===== src/rtl/mls_pkg.sv =====
package mls_pkg;
  // width of a level index: order select of 2 bits reaches 16 levels
  localparam int LVW = 4;

  typedef enum logic [1:0] {
    ORD_2  = 2'b00,
    ORD_4  = 2'b01,
    ORD_8  = 2'b10,
    ORD_16 = 2'b11
  } order_e;

  typedef enum logic [1:0] {
    STEP_NONE = 2'b00,
    STEP_UP   = 2'b01,
    STEP_DOWN = 2'b10
  } step_e;
endpackage


===== src/rtl/mls_decide.sv =====
module mls_decide
  import mls_pkg::*;
#(
  parameter int DW = 16
) (
  input  logic                 clk,
  input  logic                 rst_n,
  input  logic                 chk_en,
  input  logic signed [DW-1:0] samp,
  input  order_e               ord,
  output logic [LVW-1:0]       idx
);
  // Shifting to offset binary turns the even thresholds into the top bits.
  logic [DW-1:0]  offs;
  logic [LVW-1:0] top;
  logic [1:0]     drop;

  assign offs = {~samp[DW-1], samp[DW-2:0]};
  assign top  = offs[DW-1 -: LVW];
  assign drop = 2'(LVW - 1) - ord;

  always_comb idx = top >> drop;

  // the index never reaches the level count of the selected order
  p_idx_range_r1: assert property (@(posedge clk) disable iff (!rst_n)
    chk_en |-> (({1'b0, idx} >> ({1'b0, ord} + 3'd1)) == 5'd0));
endmodule


===== src/rtl/mls_scale.sv =====
module mls_scale
  import mls_pkg::*;
#(
  parameter int DW = 16,
  parameter int EW = 16
) (
  input  logic signed [DW-1:0] mid,
  input  step_e                step,
  input  logic [1:0]           sh,
  output logic signed [EW-1:0] err
);
  localparam int WW = DW + 6;
  localparam logic signed [WW-1:0] EMAX = (WW'(1) <<< (EW - 1)) - WW'(1);
  localparam logic signed [WW-1:0] EMIN = -(WW'(1) <<< (EW - 1));

  logic signed [WW-1:0] base;
  logic signed [WW-1:0] shv;
  logic [2:0]           amt;

  always_comb begin
    case (step)
      STEP_UP:   base = WW'(mid);
      STEP_DOWN: base = -WW'(mid);
      default:   base = '0;
    endcase
    amt = {1'b0, sh} + 3'd1;
    shv = base <<< amt;
    if (shv > EMAX)      err = EMAX[EW-1:0];
    else if (shv < EMIN) err = EMIN[EW-1:0];
    else                 err = shv[EW-1:0];
  end
endmodule


===== src/rtl/mls_slicer_top.sv =====
module mls_slicer_top
  import mls_pkg::*;
#(
  parameter int DW = 16,
  parameter int EW = 16
) (
  input  logic          clk,
  input  logic          rst_n,
  input  logic          in_valid,
  output logic          in_ready,
  input  logic [DW-1:0] sym_smp,
  input  logic [DW-1:0] mid_smp,
  input  logic [1:0]    order_sel,
  input  logic [1:0]    shift_sel,
  output logic          out_valid,
  input  logic          out_ready,
  output logic [LVW-1:0] level_out,
  output logic [EW-1:0] err_out
);
  logic           acc;
  logic [LVW-1:0] cur_idx;
  logic [LVW-1:0] prev_idx;
  logic           have_prev;
  step_e          step;
  logic [EW-1:0]  err_nx;

  assign in_ready = !out_valid || out_ready;
  assign acc      = in_valid && in_ready;

  mls_decide #(.DW(DW)) u_dec (
    .clk    (clk),
    .rst_n  (rst_n),
    .chk_en (in_valid),
    .samp   ($signed(sym_smp)),
    .ord    (order_e'(order_sel)),
    .idx    (cur_idx)
  );

  always_comb begin
    if (!have_prev || cur_idx == prev_idx) step = STEP_NONE;
    else if (cur_idx > prev_idx)           step = STEP_UP;
    else                                   step = STEP_DOWN;
  end

  mls_scale #(.DW(DW), .EW(EW)) u_scl (
    .mid  ($signed(mid_smp)),
    .step (step),
    .sh   (shift_sel),
    .err  (err_nx)
  );

  always_ff @(posedge clk) begin
    if (!rst_n) begin
      out_valid <= 1'b0;
      level_out <= '0;
      err_out   <= '0;
      prev_idx  <= '0;
      have_prev <= 1'b0;
    end else if (acc) begin
      out_valid <= 1'b1;
      level_out <= cur_idx;
      err_out   <= err_nx;
      prev_idx  <= cur_idx;
      have_prev <= 1'b1;
    end else if (out_ready) begin
      out_valid <= 1'b0;
    end
  end

  p_latency_r8: assert property (@(posedge clk) disable iff (!rst_n)
    acc |=> out_valid);

  p_stall_hold_r9: assert property (@(posedge clk) disable iff (!rst_n)
    (out_valid && !out_ready) |=> (out_valid && $stable(level_out) && $stable(err_out)));

  p_first_zero_r5: assert property (@(posedge clk) disable iff (!rst_n)
    (acc && !have_prev) |=> (err_out == '0));

  p_flat_zero_r4: assert property (@(posedge clk) disable iff (!rst_n)
    (acc && have_prev && cur_idx == prev_idx) |=> (err_out == '0));

  p_no_wrap_r7: assert property (@(posedge clk) disable iff (!rst_n)
    (acc && have_prev && cur_idx > prev_idx && $signed(mid_smp) > 0)
      |=> ($signed(err_out) > 0));
endmodule


===== config.mk =====
export PLATFORM = sky130hd
export DESIGN_NAME = mls_slicer_top
export DESIGN_NICKNAME = d
export VERILOG_FILES = /design/src/rtl/mls_pkg.sv /design/src/rtl/mls_decide.sv /design/src/rtl/mls_scale.sv /design/src/rtl/mls_slicer_top.sv
export SDC_FILE = /design/constraint.sdc
export NUM_CORES = 1
export LEC_CHECK = 0
export BUFFER_PORTS_ARGS = -buffer_cell sky130_fd_sc_hd__buf_2
export CORE_UTILIZATION = 58
export CTS_CLUSTER_DIAMETER = 200
export DETAILED_ROUTE_END_ITERATION = 8
export HOLD_SLACK_MARGIN = 0.03
export PLACE_DENSITY = 0.91
export SYNTH_ARGS = -nofsm -noshare
export SYNTH_HDL_FRONTEND = slang
export SYNTH_SLANG_ARGS = --single-unit

===== constraint.sdc =====
create_clock -name clk -period 8.1 [get_ports clk]
set_input_delay 0.81 -clock clk [delete_from_list [all_inputs] [get_ports clk]]
set_output_delay 0.81 -clock clk [all_outputs]
set_load 0.05 [all_outputs]

Yosys cells after proc, flatten, opt, wreduce, memory -nomap -nowiden --
Cells that the tools add are included.
Operators by class: reductions and logical operators 6, equal/unequal tests 3, shift operators 2, $lt $le $gt $ge 3, bitwise operators 1, $add $sub $neg 3, mux-type cells 7
Operators with widths (number):
- case mux 22 bit (2 select lines) | 1
- 2-to-1 mux 16 bit | 2
- > comparator 22 x 16 -> 1 bit (second input constant) | 1
- < comparator 22 x 16 -> 1 bit (second input constant) | 1
- negator 16 -> 22 bit | 1
- <<< shifter 22 x 3 -> 22 bit | 1
- equality test 4 bit | 1
- > comparator 4 bit | 1
- 2-to-1 mux 2 bit | 2
- right shift 4 x 2 -> 4 bit | 1
- adder 2 x 1 -> 3 bit (second input constant) | 1
- equality test 2 x 1 -> 1 bit (second input constant) | 1
- equality test 2 bit (second input constant) | 1
- zero test 1 bit | 2
- logical OR 1 bit | 2
- 2-to-1 mux 1 bit | 2
- nonzero test 2 bit | 1
- subtractor 2 bit (first input constant) | 1
- logical AND 1 bit | 1
- inverter 1 bit | 1
Word-level totals: bits in registers 22, output and inout bits 22, word-level logic and storage cells 29

Logic depth before layout (Yosys ltp) --
Gate-level depths: netlist of run 1.
word-level depth 11, depth in mapped cells 16, gate-level depth less buffers 14

Hierarchy --
From an unflattened synthesis of run 1, not the netlist that was laid out.
Unflattened totals: cells, all modules 379, area total of the unflattened synthesis 2849.0 um^2
By module, submodules not included:
- mls_scale | area an instance 1734.2 um^2, cells an instance 258, sequential area each 0.0 um^2, times used 1
- mls_slicer_top | area an instance 1038.5 um^2, cells an instance 113, sequential area each 440.4 um^2, times used 1
- mls_decide | area an instance 76.3 um^2, cells an instance 8, sequential area each 0.0 um^2, times used 1

Least setup slack after synthesis of run 1 --
No wires, ideal clock.
kind input to register, from input port order_sel[0], to register err_out[0], setup time 119 ps, path slack 4283 ps, arrival time 3698 ps, required time 7981 ps, stages on the path 16, cell sequence nor2b_1 > nor2_1 > a21oi_1 > ha_1 > nor2b_1 > o211a_1 > buf_6 > o31a_2 > o21ai_0 > o21ai_2 > a221oi_1 > a21oi_2 > o31ai_2 > nand2_2 > buf_6 > o221a_1
Between the ends: word-level cells in the longest chain between the ends 11, elaborated cells between the ends (all ways) 15, classes of those cells 1 x add/sub; 3 x order compare; 3 x eq/ne; 2 x shift; 5 x mux; 1 x reduce/logical
Ends and longest elaborated chain:
- from (decl) | line mls_slicer_top.sv:13 | input logic [1:0] order_sel,
- subtractor 2 bit * | line mls_decide.sv:20 | assign drop = 2'(LVW - 1) - ord;
- right shift 4 x 2 -> 4 bit * | line mls_decide.sv:22 | always_comb idx = top >> drop;
- net cur_idx[1] | line mls_slicer_top.sv:21 | logic [LVW-1:0] cur_idx;
- > comparator 4 bit or equality test 4 bit (tied branches) | line mls_slicer_top.sv:41, mls_slicer_top.sv:40
- 2-to-1 mux 2 bit or logical OR 1 bit (tied branches) | line mls_slicer_top.sv:41, mls_slicer_top.sv:40
- 2-to-1 mux 2 bit * | line mls_slicer_top.sv:40 | if (!have_prev || cur_idx == prev_idx) step = STEP_NONE;
- equality test 2 bit or equality test 2 x 1 -> 1 bit (tied branches) | line mls_scale.sv:21 | case (step)
- case mux 22 bit (2 select lines) * | line mls_scale.sv:21
- <<< shifter 22 x 3 -> 22 bit * | line mls_scale.sv:27 | shv = base <<< amt;
- < comparator 22 x 16 -> 1 bit | line mls_scale.sv:29 | else if (shv < EMIN) err = EMIN[EW-1:0];
- 2-to-1 mux 16 bit | line mls_scale.sv:29
- 2-to-1 mux 16 bit * | line mls_scale.sv:28 | if (shv > EMAX) err = EMAX[EW-1:0];
- to (signal assigned) | line mls_slicer_top.sv:62 | err_out <= err_nx;
- to (decl) | line mls_slicer_top.sv:18 | output logic [EW-1:0] err_out
Mark *: on every way through the listed nets, which the timed path passes. The rest lies on a longest branch. A chain may end at the register's enable or synchronous reset.

Final worst setup path of run 1 --
from input port order_sel[0], to register err_out[2]
The elaborated chain is that of the path after synthesis.

==> metrics list, run 1 <==
- Number of antenna cells inserted: 0
* Number of instances on the worst hold path: 2
* RSZ-0062 raised after global routing: false
- Summed over its instances, the top area cell type makes up between 10% and 20% of the synthesized netlist area.
* Hold buffer count at cts: 0
* Filler instances: 341
- Sequential elements use 18.1% of the synthesized area.
* Maxcap violations: 0
* Antenna viol nets, final: 0
- Delay contributed by the slowest stage of the critical path: 0.63 ns
* Achievable frequency: around 230 MHz
- Cell taking the most area after synthesis: sky130_fd_sc_hd__dfxtp_1
- STA classifies the critical path startpoint as an input pin.
- For this run, the post-layout net count is around 370.
* Worst R2R End: err_out[2]
* Biggest fanout along the worst timing path: 20
- H-tree levels: 1
- Of the total synthesized cell area, the portion taken by full adders, half adders and majority gates is 3.09%.
* Flip-flop cell with the highest count after synthesis: sky130_fd_sc_hd__dfxtp_1
- The critical path is of the input pin to register type.
- For the worst setup path, the data arrival time is roughly 4.6 ns.
* Setup slack of the most critical reg-to-reg path: 4.39 ns
- Number of library cell types mapped by synthesis: 75
- Number of instances in the synthesized netlist: about 300
* Commonest non-fill, non-tap cell in the layout: sky130_fd_sc_hd__buf_2
* TritonCTS Sinks: 22
- For the worst-skew pair, the clock arrives at the later sink with an insertion delay of approximately 0.27 ns.
* Maximum VDD drop: 0.161 mV
- Hold path startpoint: prev_idx[2]
* Result of the run: complete, no violations
* Multi-input logic area: about 0.0018 mm^2
* Global-route congestion overflow total: 0
- Share of the clock period used by the worst path after layout: between 50% and 60%
* Reported leakage power: 1.06 nW
- Library cell appearing most often on the critical path: sky130_fd_sc_hd__nor2b_1
- The number of gates resized after CTS was 0.
* Number of remaining DRC errors: 0
- The worst register-to-register path begins at prev_idx[1].
* CTS max path bufs: 2
- Master cell of the clock root buffer: sky130_fd_sc_hd__clkbuf_8
- At the pin with the least slew margin, the transition time is about 0.62 ns.
- Syn avg cell area: approximately 8.2 um^2
* Synthesized net count: between 300 and 400
- Setup Skew: between 0.002 and 0.0025 ns
* Clock tree from TritonCTS: built
- In this run the worst hold path is classified as register to register.
- Count of input and output buffers: 49
* Fraction of registers with async set/reset: 0%
- Relative to the synthesized area, the layout overhead comes to 7.41%.
* Final total negative setup slack: 0 ns
- The critical path goes through buf_2, nor2b_1, nor2_1, a21oi_1, ha_1, nor2b_1, o211a_1, nor4_1, nor3_1, a211oi_2, a221oi_1, a21oi_2, a31oi_2, a21boi_1, o221a_2.
* Starting DRC count in detailed routing: slightly above 200
- After synthesis, the largest family of logic cells by area is compound AO/OA/AOI/OAI gates.
- Total of flip-flops plus latches after synthesis: 22
* Remaining max-slew budget at the tightest pin: 58.3%
* Pin count of the biggest net entering global routing: 28
* Weighted congestion at the end of routability-driven global placement: 0.882
- Across the whole layout, storage elements account for roughly 440 um^2.
- The synthesized netlist devotes about a third of its cell area to compound gates.
- Number of global-route vias before repair: between 2000 and 2500
- In this run, synthesis inferred 0 flip-flops with an integrated enable.
* Core area: around 0.004 mm^2
- In the routed layout, each cell is associated on average with a via count of between 6 and 7.
* Post-CTS Repair Setup Buffers: 0
- Area enclosed by the die boundary: between 0.004 and 0.005 mm^2
- After clock tree synthesis, the clock-pin slew on the worst setup and hold paths is ~0.080 ns.
* Routed WL: slightly below 6 mm
- Global routing used approximately 28% of the available tracks.
* Final instance area: ~0.0026 mm^2
- Slew Viols, Final: 0
- In this run the cell area measured after placement is 0.00254 mm^2.
- 62 I/O pins were placed.
- Via Count: roughly 2500
- Routed wire length per instance: 15.8 um
- The synthesized netlist occupies a cell area of between 0.002 and 0.0025 mm^2.
- Before antenna repair, the detailed router went through 5 iterations.
- Core Rows: 23
- Setup violations remaining at the end of the flow were counted as 0.
* Share of final-layout standard cells stronger than drive strength 1: 27.5%
- The die is ~67 um wide.
- The hold violation total from the final report came to 0.
- On the critical path, the stage with the largest delay is an instance of sky130_fd_sc_hd__nor4_1.
- The first global-routing pass estimated just under 10 mm of wire.
- The initial antenna violation count came to 0.
* Number of buffers created by CTS: 3
- Measured against the total synthesized area, the mux share comes to about 4.7%.
- Power spread over the standard cell area amounts to between 150 and 200 mW/mm^2.
- Min Tclk post-route: around 4.3 ns
* Simple-gate share of the synthesized area: between 20% and 30%
- Most area-consuming cells after synthesis: sky130_fd_sc_hd__dfxtp_1 (18%), sky130_fd_sc_hd__nand2_1 (4.6%), sky130_fd_sc_hd__nor2_1 (4.6%)
- At the worst endpoint, the required time is a little over 8 ns.
- Syn. warnings: 0
- The number of cells on the worst reg-to-reg path is 12.
- After Yosys synthesis, XOR and XNOR cells account for under 10% of the synthesized area.
- STA classifies the critical path endpoint as a register.
- The wire-length estimate of the detail-placed layout is roughly 4.4 mm.
- In the layout the commonest cells are sky130_fd_sc_hd__buf_2 (49), sky130_fd_sc_hd__nor2_1 (30), sky130_fd_sc_hd__nand2_1 (30).
- For this configuration, the core starts out at a cell density of between 60% and 70%.
* Endpoint with the worst hold slack: prev_idx[2]
- Vertical die dimension: ~67 um
synth_stat cells, types with 3 or more instances:
| master | number |
|---|---|
| sky130_fd_sc_hd__a211oi_1 | 9 |
| sky130_fd_sc_hd__a21boi_0 | 4 |
| sky130_fd_sc_hd__a21oi_1 | 9 |
| sky130_fd_sc_hd__a221oi_1 | 3 |
| sky130_fd_sc_hd__a22oi_1 | 3 |
| sky130_fd_sc_hd__a31oi_1 | 3 |
| sky130_fd_sc_hd__and2_1 | 6 |
| sky130_fd_sc_hd__buf_6 | 8 |
| sky130_fd_sc_hd__clkbuf_1 | 5 |
| sky130_fd_sc_hd__clkbuf_8 | 5 |
| sky130_fd_sc_hd__dfxtp_1 | 22 |
| sky130_fd_sc_hd__ha_1 | 6 |
| sky130_fd_sc_hd__inv_1 | 8 |
| sky130_fd_sc_hd__mux2_2 | 4 |
| sky130_fd_sc_hd__mux2i_1 | 7 |
| sky130_fd_sc_hd__nand2_1 | 30 |
| sky130_fd_sc_hd__nand3_1 | 5 |
| sky130_fd_sc_hd__nor2_1 | 30 |
| sky130_fd_sc_hd__nor3_1 | 15 |
| sky130_fd_sc_hd__nor4_1 | 6 |
| sky130_fd_sc_hd__o211a_1 | 4 |
| sky130_fd_sc_hd__o211ai_1 | 3 |
| sky130_fd_sc_hd__o21ai_0 | 10 |
| sky130_fd_sc_hd__o221a_1 | 10 |
| sky130_fd_sc_hd__o221a_2 | 4 |
| sky130_fd_sc_hd__o22ai_1 | 4 |
| sky130_fd_sc_hd__o31ai_1 | 4 |
| sky130_fd_sc_hd__or4_1 | 3 |
| sky130_fd_sc_hd__xnor2_1 | 4 |
| sky130_fd_sc_hd__xor2_1 | 5 |
stage by stage:
stage	power, W	instances	setup slack (ns)	hold WS, ns	utilization [%]
2_1_floorplan	0.000311	295	4.28	0.475	-
3_3_place_gp	0.000343	373	3.65	0.466	63.5
3_5_place_dp	0.000348	373	3.61	0.477	63.5
4_1_cts	0.000450	377	3.86	0.489	65.3
5_1_grt	0.000477	377	3.57	0.508	65.3
6_report	0.000455	377	3.76	0.488	65.3
registers in the layout (all words and copies together), names as in the netlist:
signal,cells
err_out,16
have_prev,1
prev_idx,4
out_valid,1
cell families (layout without fill, tap and decap cells):
family                   Yosys count  after routing
AO/OA/AOI/OAI                     98             98
XOR/XNOR                          10             10
adder cells (fa/ha/maj)            6              6
buffers and inverters             31             63
flip-flops                        22             22
multiplexers                      11             11
AND/OR/NAND/NOR                  117            117
worst max-delay path by stage:
stage | from | end | slack (ns) | depth (start not counted)
after floorplan | order_sel[0] | err_out[0] | 4.28 | 16
after global placement | order_sel[0] | err_out[5] | 3.65 | 15
after detailed placement | order_sel[0] | err_out[2] | 3.61 | 15
after CTS | order_sel[0] | err_out[2] | 3.86 | 15
after global routing | order_sel[0] | err_out[4] | 3.57 | 15
final | order_sel[0] | err_out[2] | 3.76 | 15
routing by layer:
metal	up-vias	routed length, um	track usage, %
li1	1199	-	-
met4	0	166	10.9
met2	114	2870	46.7
met1	1182	2590	35.2
met3	22	337	3.94
met5	-	0	0
critical path: cells and delay by family:
kind	cells	cell delay, ns
AOI/OAI and AO/OA	8	2.22
adders and majority gates	1	0.27
buffers and inverters	1	0.13
and+or+nand+nor	5	1.11
cell type report:
cell class                 instances  area share (%)
clock inverter                     1            1.15
timing repair buffer              50            9.67
clock buffer                       3            1.58
multi-input combinational        242            67.0
inverter                           9            1.29
tap                               50            2.39
sequential                        22            16.9
power breakdown:
part,internal (W),switching [W]
registers,0.000120,0.00000615
clock network,0.0000661,0.0000372
logic,0.0000763,0.000150
total,0.000262,0.000193
No activity file was read; power rests on OpenSTA's default activity.
==> run 2: changes to the inputs <==
--- a/config.mk
+++ b/config.mk
@@ -6,11 +6,11 @@
 export NUM_CORES = 1
 export LEC_CHECK = 0
 export BUFFER_PORTS_ARGS = -buffer_cell sky130_fd_sc_hd__buf_2
-export CORE_UTILIZATION = 58
+export CORE_UTILIZATION = 54
 export CTS_CLUSTER_DIAMETER = 200
 export DETAILED_ROUTE_END_ITERATION = 8
 export HOLD_SLACK_MARGIN = 0.03
-export PLACE_DENSITY = 0.91
+export PLACE_DENSITY = 0.86
 export SYNTH_ARGS = -nofsm -noshare
 export SYNTH_HDL_FRONTEND = slang
 export SYNTH_SLANG_ARGS = --single-unit
==> constraint.sdc (replaced) <==
create_clock -name clk -period 4.5 [get_ports clk]
set_input_delay 0.45 -clock clk [delete_from_list [all_inputs] [get_ports clk]]
set_output_delay 0.45 -clock clk [all_outputs]
set_load 0.05 [all_outputs]
==> run 2 against run 1 <==
Effect of this change: utilization down 4.9 points; final area up 0.67%; largest cell class unchanged; critical path depth up 1.
==> metrics list, run 2 (synthesized netlist as in run 1, its figures left out) <==
- Result of the run: complete, no violations
- Antenna violations before repair: 0 (unchanged)
- The critical path ends at err_out[5].
- In this run the critical register-to-register path is captured at err_out[5].
* Via Count: 2438 (-3.1%)
- Achievable frequency: roughly 250 MHz
- Share of the clock period used by the worst path after layout: between 80% and 90%
- Endpoint kind of the worst setup timing path: register
* Setup WS post-layout: 0.529 ns (-3.24 ns)
* HPWL after detailed placement: 4.55 mm (+4.4%)
* Average via count per standard cell: 6.40 (-4.2%)
- Starting DRC count in detailed routing: 184 (-9.8%)
* Slowest cell on the critical path: sky130_fd_sc_hd__a221oi_1
* Commonest non-fill, non-tap cell in the layout: sky130_fd_sc_hd__buf_2
* Global-route wire length before repair: 9.92 mm (+1.7%)
- Ordered list of cells on the worst path: buf_2, nor2b_1, nor2_1, a21oi_1, ha_1, nor2b_1, o211a_1, buf_4, o21ai_0, nand2_1, xnor2_1, a221oi_1, a21oi_2, o31ai_2, nand2_2, o221a_2
* Register clock-pin slew on the reported worst setup and hold paths: 0.07 ns (about the same)
- Master cell of the clock root buffer: sky130_fd_sc_hd__clkbuf_8
- The logic depth of the worst register-to-register path is 13 (+1).
- The clock latency at the later pin of the worst-skew pair came to 0.27 ns (about the same).
- The data required time of the worst path is 4.66 ns (-3.65 ns).
* Number of optimization iterations in the first detailed-route pass: 4 (-1)
- Combined global-route utilization of all metal layers: 24.6% (-3.2 points)
- Commonest non-fill, non-tap cells in the layout: sky130_fd_sc_hd__buf_2 (49), sky130_fd_sc_hd__nor2_1 (30), sky130_fd_sc_hd__nand2_1 (30)
- Weighted congestion at the end of routability-driven global placement: 0.944 (+7.0%)
* Crit Path Category: input pin to register
- The floorplan row count was 24 (+4.3%).
- Setup repair after global routing left no endpoint under its margin.
- The final count of negative-setup-slack endpoints is 0 (unchanged).
- The die span in x came to 69.1 um (+3.5%).
- Logic depth of the worst path, buffers included: 16 (+1)
* Remaining max-slew budget at the tightest pin: 61.3% (+3.0 points)
- Antenna viol nets, final: 0 (unchanged)
- err_out holds more flip-flops than any other register.
- I/O pins: 62 (unchanged)
- The number of global-route vias before repair is 2245 (+0.85%).
* Routed wire length per instance: 15.8 um (about the same)
- Hold buffer count at cts: 0 (unchanged)
- Post_cts resized: 0 (unchanged)
- Routed WL: 6.02 mm (+1.1%)
* Count of input and output buffers: 49 (unchanged)
* Worst path bufs/invs: 2 (+1)
* Number of remaining DRC errors: 0 (unchanged)
* Share of final-layout standard cells stronger than drive strength 1: 28.0% (+0.44 points)
* Biggest fanout along the worst timing path: 15 (-25%)
- Initial Util: 55.9% (-4.9 points)
- TritonCTS Sinks: 22 (unchanged)
- Delay contributed by the slowest stage of the critical path: 0.39 ns (-0.24 ns)
* Source of the worst register-to-register timing path: prev_idx[1]
* Number of buffers created by CTS: 3 (unchanged)
- Max FFs per register: 16 (unchanged)
* Global-route congestion overflow total: 0 (unchanged)
- The number of antenna cells inserted came to 0 (unchanged).
- Data arrival at the endpoint of the critical path: 4.13 ns (-0.42 ns)
- Family with the most delay on the worst path: compound AO/OA/AOI/OAI gates
- The internal reg-to-reg setup slack is 0.84 ns (-3.55 ns).
* Slew at the pin closest to its max-slew limit: 0.579 ns (-0.0443 ns)
- The hold violation total from the final report came to 0 (unchanged).
- The tightest min-delay check is of the input pin to register type.
- The post-CTS setup buffer count came to 0 (unchanged).
* Slew Viols, Final: 0 (unchanged)
* Pin count of the biggest net entering global routing: 28 (unchanged)
- Setup Skew: 0.00499 ns (+0.00262 ns)
* Area enclosed by the die boundary: 0.00478 mm^2 (+7.2%)
* Worst slack at placement: 0.362 ns (-3.24 ns)
- H-tree levels: 1 (unchanged)
* Min Tclk post-route: 3.97 ns
- The static leakage power came to 1.07 nW (+0.88%).
* Clock tree from TritonCTS: built
* Worst setup path startpoint: order_sel[0]
- By instance count, the cell type seen most on the critical path is sky130_fd_sc_hd__nor2b_1.
- The largest registers in the layout are err_out (16), prev_idx (4).
- Area Growth Syn to Fin: 8.13%
- Final total negative setup slack: 0 ns (unchanged)
- Critical path launch point type: input pin
- Maximum VDD drop: 0.256 mV (+59%)
* Net count, final: 376 (+0.53%)
- Maxcap violations: 0 (unchanged)
- Vertical die dimension: 69.1 um (+3.5%)
* Power density over cell area: 311 mW/mm^2 (+79%)
- Core area: 0.00435 mm^2 (+8.9%)
- CTS max path bufs: 2 (unchanged)
-- run 2: worst min-delay path by stage --
stage	startpoint	endpoint	slack (ns)	cells past startpoint
after detailed placement	prev_idx[3]	prev_idx[3]	0.49	2
after floorplan	have_prev	have_prev	0.48	1
after global routing	in_valid	out_valid	0.45	3
after CTS	in_valid	out_valid	0.45	3
after global placement	prev_idx[1]	prev_idx[1]	0.47	2
final	in_valid	out_valid	0.45	3
-- run 2: layout make-up --
| cell class | count | area, um^2 |
|---|---|---|
| multi-input cells | 242 | 1750 |
| inverters | 9 | 33.8 |
| clock inverters | 1 | 30.0 |
| flip-flops and latches | 22 | 440 |
| repair buffers | 52 | 268 |
| fillers | 378 | 1720 |
| clock buffers | 3 | 41.3 |
| well taps | 52 | 65.1 |
-- run 2: tightest hold or removal path: cells and delay by family --
family / cells / cell delay [ns]
buf+inv: 2 / 0.15
compound gates: 1 / 0.07
-- run 2: power breakdown --
| group | total [W] | internal [W] | switching, W |
|---|---|---|---|
| clock | 0.000183 | 0.000119 | 0.0000637 |
| combinational | 0.000410 | 0.000141 | 0.000269 |
| sequential | 0.000227 | 0.000215 | 0.0000112 |
-- run 2: per-stage QoR --
| stage | utilization (%) | std cells | total power, W | hold WS (ns) | area [um^2] |
|---|---|---|---|---|---|
| 2_1_floorplan | - | 295 | 0.000559 | 0.475 | 2430 |
| 3_3_place_gp | 58.8 | 377 | 0.000623 | 0.467 | 2560 |
| 3_5_place_dp | 58.8 | 377 | 0.000632 | 0.485 | 2560 |
| 4_1_cts | 60.4 | 381 | 0.000817 | 0.450 | 2630 |
| 5_1_grt | 60.4 | 381 | 0.000860 | 0.453 | 2630 |
| 6_report | 60.4 | 381 | 0.000819 | 0.452 | 2630 |
-- run 2: routing by layer --
layer	part of all wire, %	track usage, %
met1	43	30.5
met2	50	43.3
met3	4.9	2.63
met4	1.9	9.52
met5	0	0
==> run 3: changes to the inputs <==
--- a/config.mk
+++ b/config.mk
@@ -9,6 +9,7 @@
 export CORE_UTILIZATION = 54
 export CTS_CLUSTER_DIAMETER = 200
 export DETAILED_ROUTE_END_ITERATION = 8
+export GPL_TIMING_DRIVEN = 0
 export HOLD_SLACK_MARGIN = 0.03
 export PLACE_DENSITY = 0.86
 export SYNTH_ARGS = -nofsm -noshare
==> run 3 against run 2 <==
Effect of this change: the flow now finishes with violations (DRC); total power decreased by 2.7%; clock-buffer cell count increased by 1; die area unchanged; fmax increased by 4.4%.
==> metrics list, run 3 (synthesized netlist as in run 1, its figures left out) <==
* Number of optimization iterations in the first detailed-route pass: 6 (+2)
- Violated checks: DRC
- The total of cells resized after clock tree synthesis is 0 (unchanged).
* Number of buffers created by CTS: 3 (unchanged)
* Cell area reported after detailed placement: 0.00273 mm^2 (+6.8%)
* Chip width: 69.1 um (unchanged)
- Routed wire length per instance: 15.3 um (-3.0%)
* Number of remaining DRC errors: 1 (+1)
- H-tree levels: 1 (unchanged)
* Antenna violations before repair: 0 (unchanged)
- The area of the core came to 0.00435 mm^2 (unchanged).
* Routed WL: 6.10 mm (+1.3%)
- The post-CTS setup buffer count came to 0 (unchanged).
* Cell depth of the worst flop-to-flop path: 14 (+1)
- The internal reg-to-reg setup slack came to 0.96 ns (+0.12 ns).
* Hold path startpoint: rst_n
* Result of the run: finished, violations left
* CTS max path bufs: 2 (unchanged)
* Worst R2R End: err_out[12]
* Source of the worst register-to-register timing path: prev_idx[1]
* Endpoint with the worst hold slack: prev_idx[0]
- Net count, final: 393 (+4.5%)
* Critical path data required time: 4.65 ns (about the same)
- The worst setup path is of the input pin to register kind.
* Master cell of the clock root buffer: sky130_fd_sc_hd__clkbuf_8
- The number of instances on the worst hold path came to 2 (-1).
- Maxcap violations: 0 (unchanged)
* Weighted congestion at the end of routability-driven global placement: 0.935 (-0.90%)
* RSZ-0062 raised after global routing: false
* Setup Skew: 0.00198 ns (-0.00301 ns)
- HPWL after detailed placement: 4.82 mm (+5.9%)
* Count of endpoints failing hold in the final timing report: 0 (unchanged)
* Min Tclk post-route: 3.81 ns (-0.166 ns)
* Latest clock arrival within the worst-skew pair: 0.26 ns (about the same)
- The min-delay analysis places its worst path in the category input pin to register.
- Register clock-pin slew on the reported worst setup and hold paths: 0.07 ns (about the same)
- Reported leakage power: 1.15 nW (+7.4%)
- Slew Viols, Final: 0 (unchanged)
- Vertical die dimension: 69.1 um (unchanged)
* Remaining max-slew budget at the tightest pin: 60.8% (-0.48 points)
- Share of final-layout standard cells stronger than drive strength 1: 29.5% (+1.5 points)
- STA classifies the critical path endpoint as a register.
* Critical path launch point type: input pin
- The largest registers in the layout are err_out (16), prev_idx (4).
- Power density over cell area: 286 mW/mm^2 (-8.2%)
- The number of antenna cells inserted was 0 (unchanged).
- The total clock sinks is 22 (unchanged).
- Antenna viol nets, final: 0 (unchanged)
- Maximum VDD drop: 0.211 mV (-18%)
* Via Count: 2515 (+3.2%)
- Initial Util: 55.9% (unchanged)
- Finish-stage setup viols: 0 (unchanged)
- The area of all placed cells without fillers came to 0.00279 mm^2 (+6.0%).
* Slew at the pin closest to its max-slew limit: 0.585 ns (+0.00681 ns)
- The portion of the clock cycle consumed by the worst path in the final layout came to 84.6% (-3.7 points).
- Average via count per standard cell: 6.32 (-1.2%)
* Biggest fanout along the worst timing path: 10 (-5)
- The pin count of the biggest net entering global routing is 13 (-54%).
- Area Growth Syn to Fin: 14.6%
- Combined global-route utilization of all metal layers: 25.7% (+1.1 points)
- The hold buffer count at CTS was 0 (unchanged).
- The first-pass GRT wire length was 10.2 mm (+3.2%).
* Commonest non-fill, non-tap cell in the layout: sky130_fd_sc_hd__buf_2
* Max FFs per register: 16 (unchanged)
- Global-route congestion overflow total: 0 (unchanged)
- Final total negative setup slack: 0 ns (unchanged)
- Core Rows: 24 (unchanged)
* Number of global-route vias before repair: 2376 (+5.8%)
* Count of input and output buffers: 47 (-4.1%)
- Largest register by flop count: err_out
- Area enclosed by the die boundary: 0.00478 mm^2 (unchanged)
- I/O pins: 62 (unchanged)
* Starting DRC count in detailed routing: 202 (+9.8%)
* Commonest non-fill, non-tap cells in the layout: sky130_fd_sc_hd__buf_2 (49), sky130_fd_sc_hd__nor2_1 (30), sky130_fd_sc_hd__nand2_1 (30)
* Clock tree from TritonCTS: built
* Data arrival at the endpoint of the critical path: 3.96 ns (-0.17 ns)
* Achievable frequency: 263 MHz (+4.4%)
## run 3: cell types whose count changed in the layout (fill, tap and decap cells not counted), sizes merged
cell / before / now
bufinv: 1 / 0
buf: 52 / 57
dlygate4sd1: 0 / 1
clkbuf: 3 / 14
dlygate4sd3: 0 / 1
## run 3: worst max-delay path by stage
stage | from | cells past startpoint | endpoint
2_1_floorplan | prev_idx[1] | 14 | err_out[0]
3_3_place_gp | order_sel[0] | 17 | err_out[6]
3_5_place_dp | order_sel[0] | 17 | err_out[12]
4_1_cts | order_sel[0] | 17 | err_out[12]
5_1_grt | order_sel[0] | 17 | err_out[9]
6_report | order_sel[0] | 17 | err_out[12]
## run 3: critical path, stage by stage
cell	delay, ns
sky130_fd_sc_hd__buf_2	0.13
sky130_fd_sc_hd__nor2b_1	0.16
sky130_fd_sc_hd__nor2_1	0.05
sky130_fd_sc_hd__a21oi_1	0.18
sky130_fd_sc_hd__ha_1	0.28
sky130_fd_sc_hd__nor2b_1	0.15
sky130_fd_sc_hd__o211a_1	0.23
sky130_fd_sc_hd__buf_6	0.15
sky130_fd_sc_hd__o31a_2	0.36
sky130_fd_sc_hd__o21ai_0	0.20
sky130_fd_sc_hd__o21ai_2	0.11
sky130_fd_sc_hd__a221oi_1	0.48
sky130_fd_sc_hd__a21oi_2	0.14
sky130_fd_sc_hd__o31ai_2	0.35
sky130_fd_sc_hd__nand2_2	0.16
sky130_fd_sc_hd__buf_6	0.17
sky130_fd_sc_hd__o221a_1	0.23
## run 3: through the flow
stage	instances	worst slack [ns]	utilization (%)	power [W]	hold slack [ns]
after floorplan	295	1.04	-	0.000559	0.475
after global placement	394	0.503	62.8	0.000646	0.467
after detailed placement	394	0.464	62.8	0.000655	0.477
after CTS	398	0.739	64.0	0.000796	0.435
after global routing	398	0.500	64.0	0.000843	0.447
final	398	0.695	64.0	0.000797	0.439
## run 3: layout make-up
type,instances,area (um^2)
Buffer,22,206
Clock buffer,4,55.1
Fill cell,388,1570
Inverter,9,33.8
Multi-Input combinational cell,242,1750
Sequential cell,22,440
Tap cell,52,65.1
Timing Repair Buffer,47,235
## run 3: where the power goes
group	total (W)	switching (W)	internal [W]	leakage (nW)
registers	0.000226	0.0000110	0.000215	0.183
logic	0.000432	0.000274	0.000158	0.939
clock network	0.000138	0.0000603	0.0000780	0.0288
## run 3: routing by layer
layer / vias up / routed length (um) / global-route usage (%)
li1: 1232 / - / -
met1: 1168 / 2610 / 33.0
met2: 101 / 3040 / 43.7
met3: 14 / 354 / 2.92
met4: 0 / 89 / 9.98
met5: - / 0 / 0
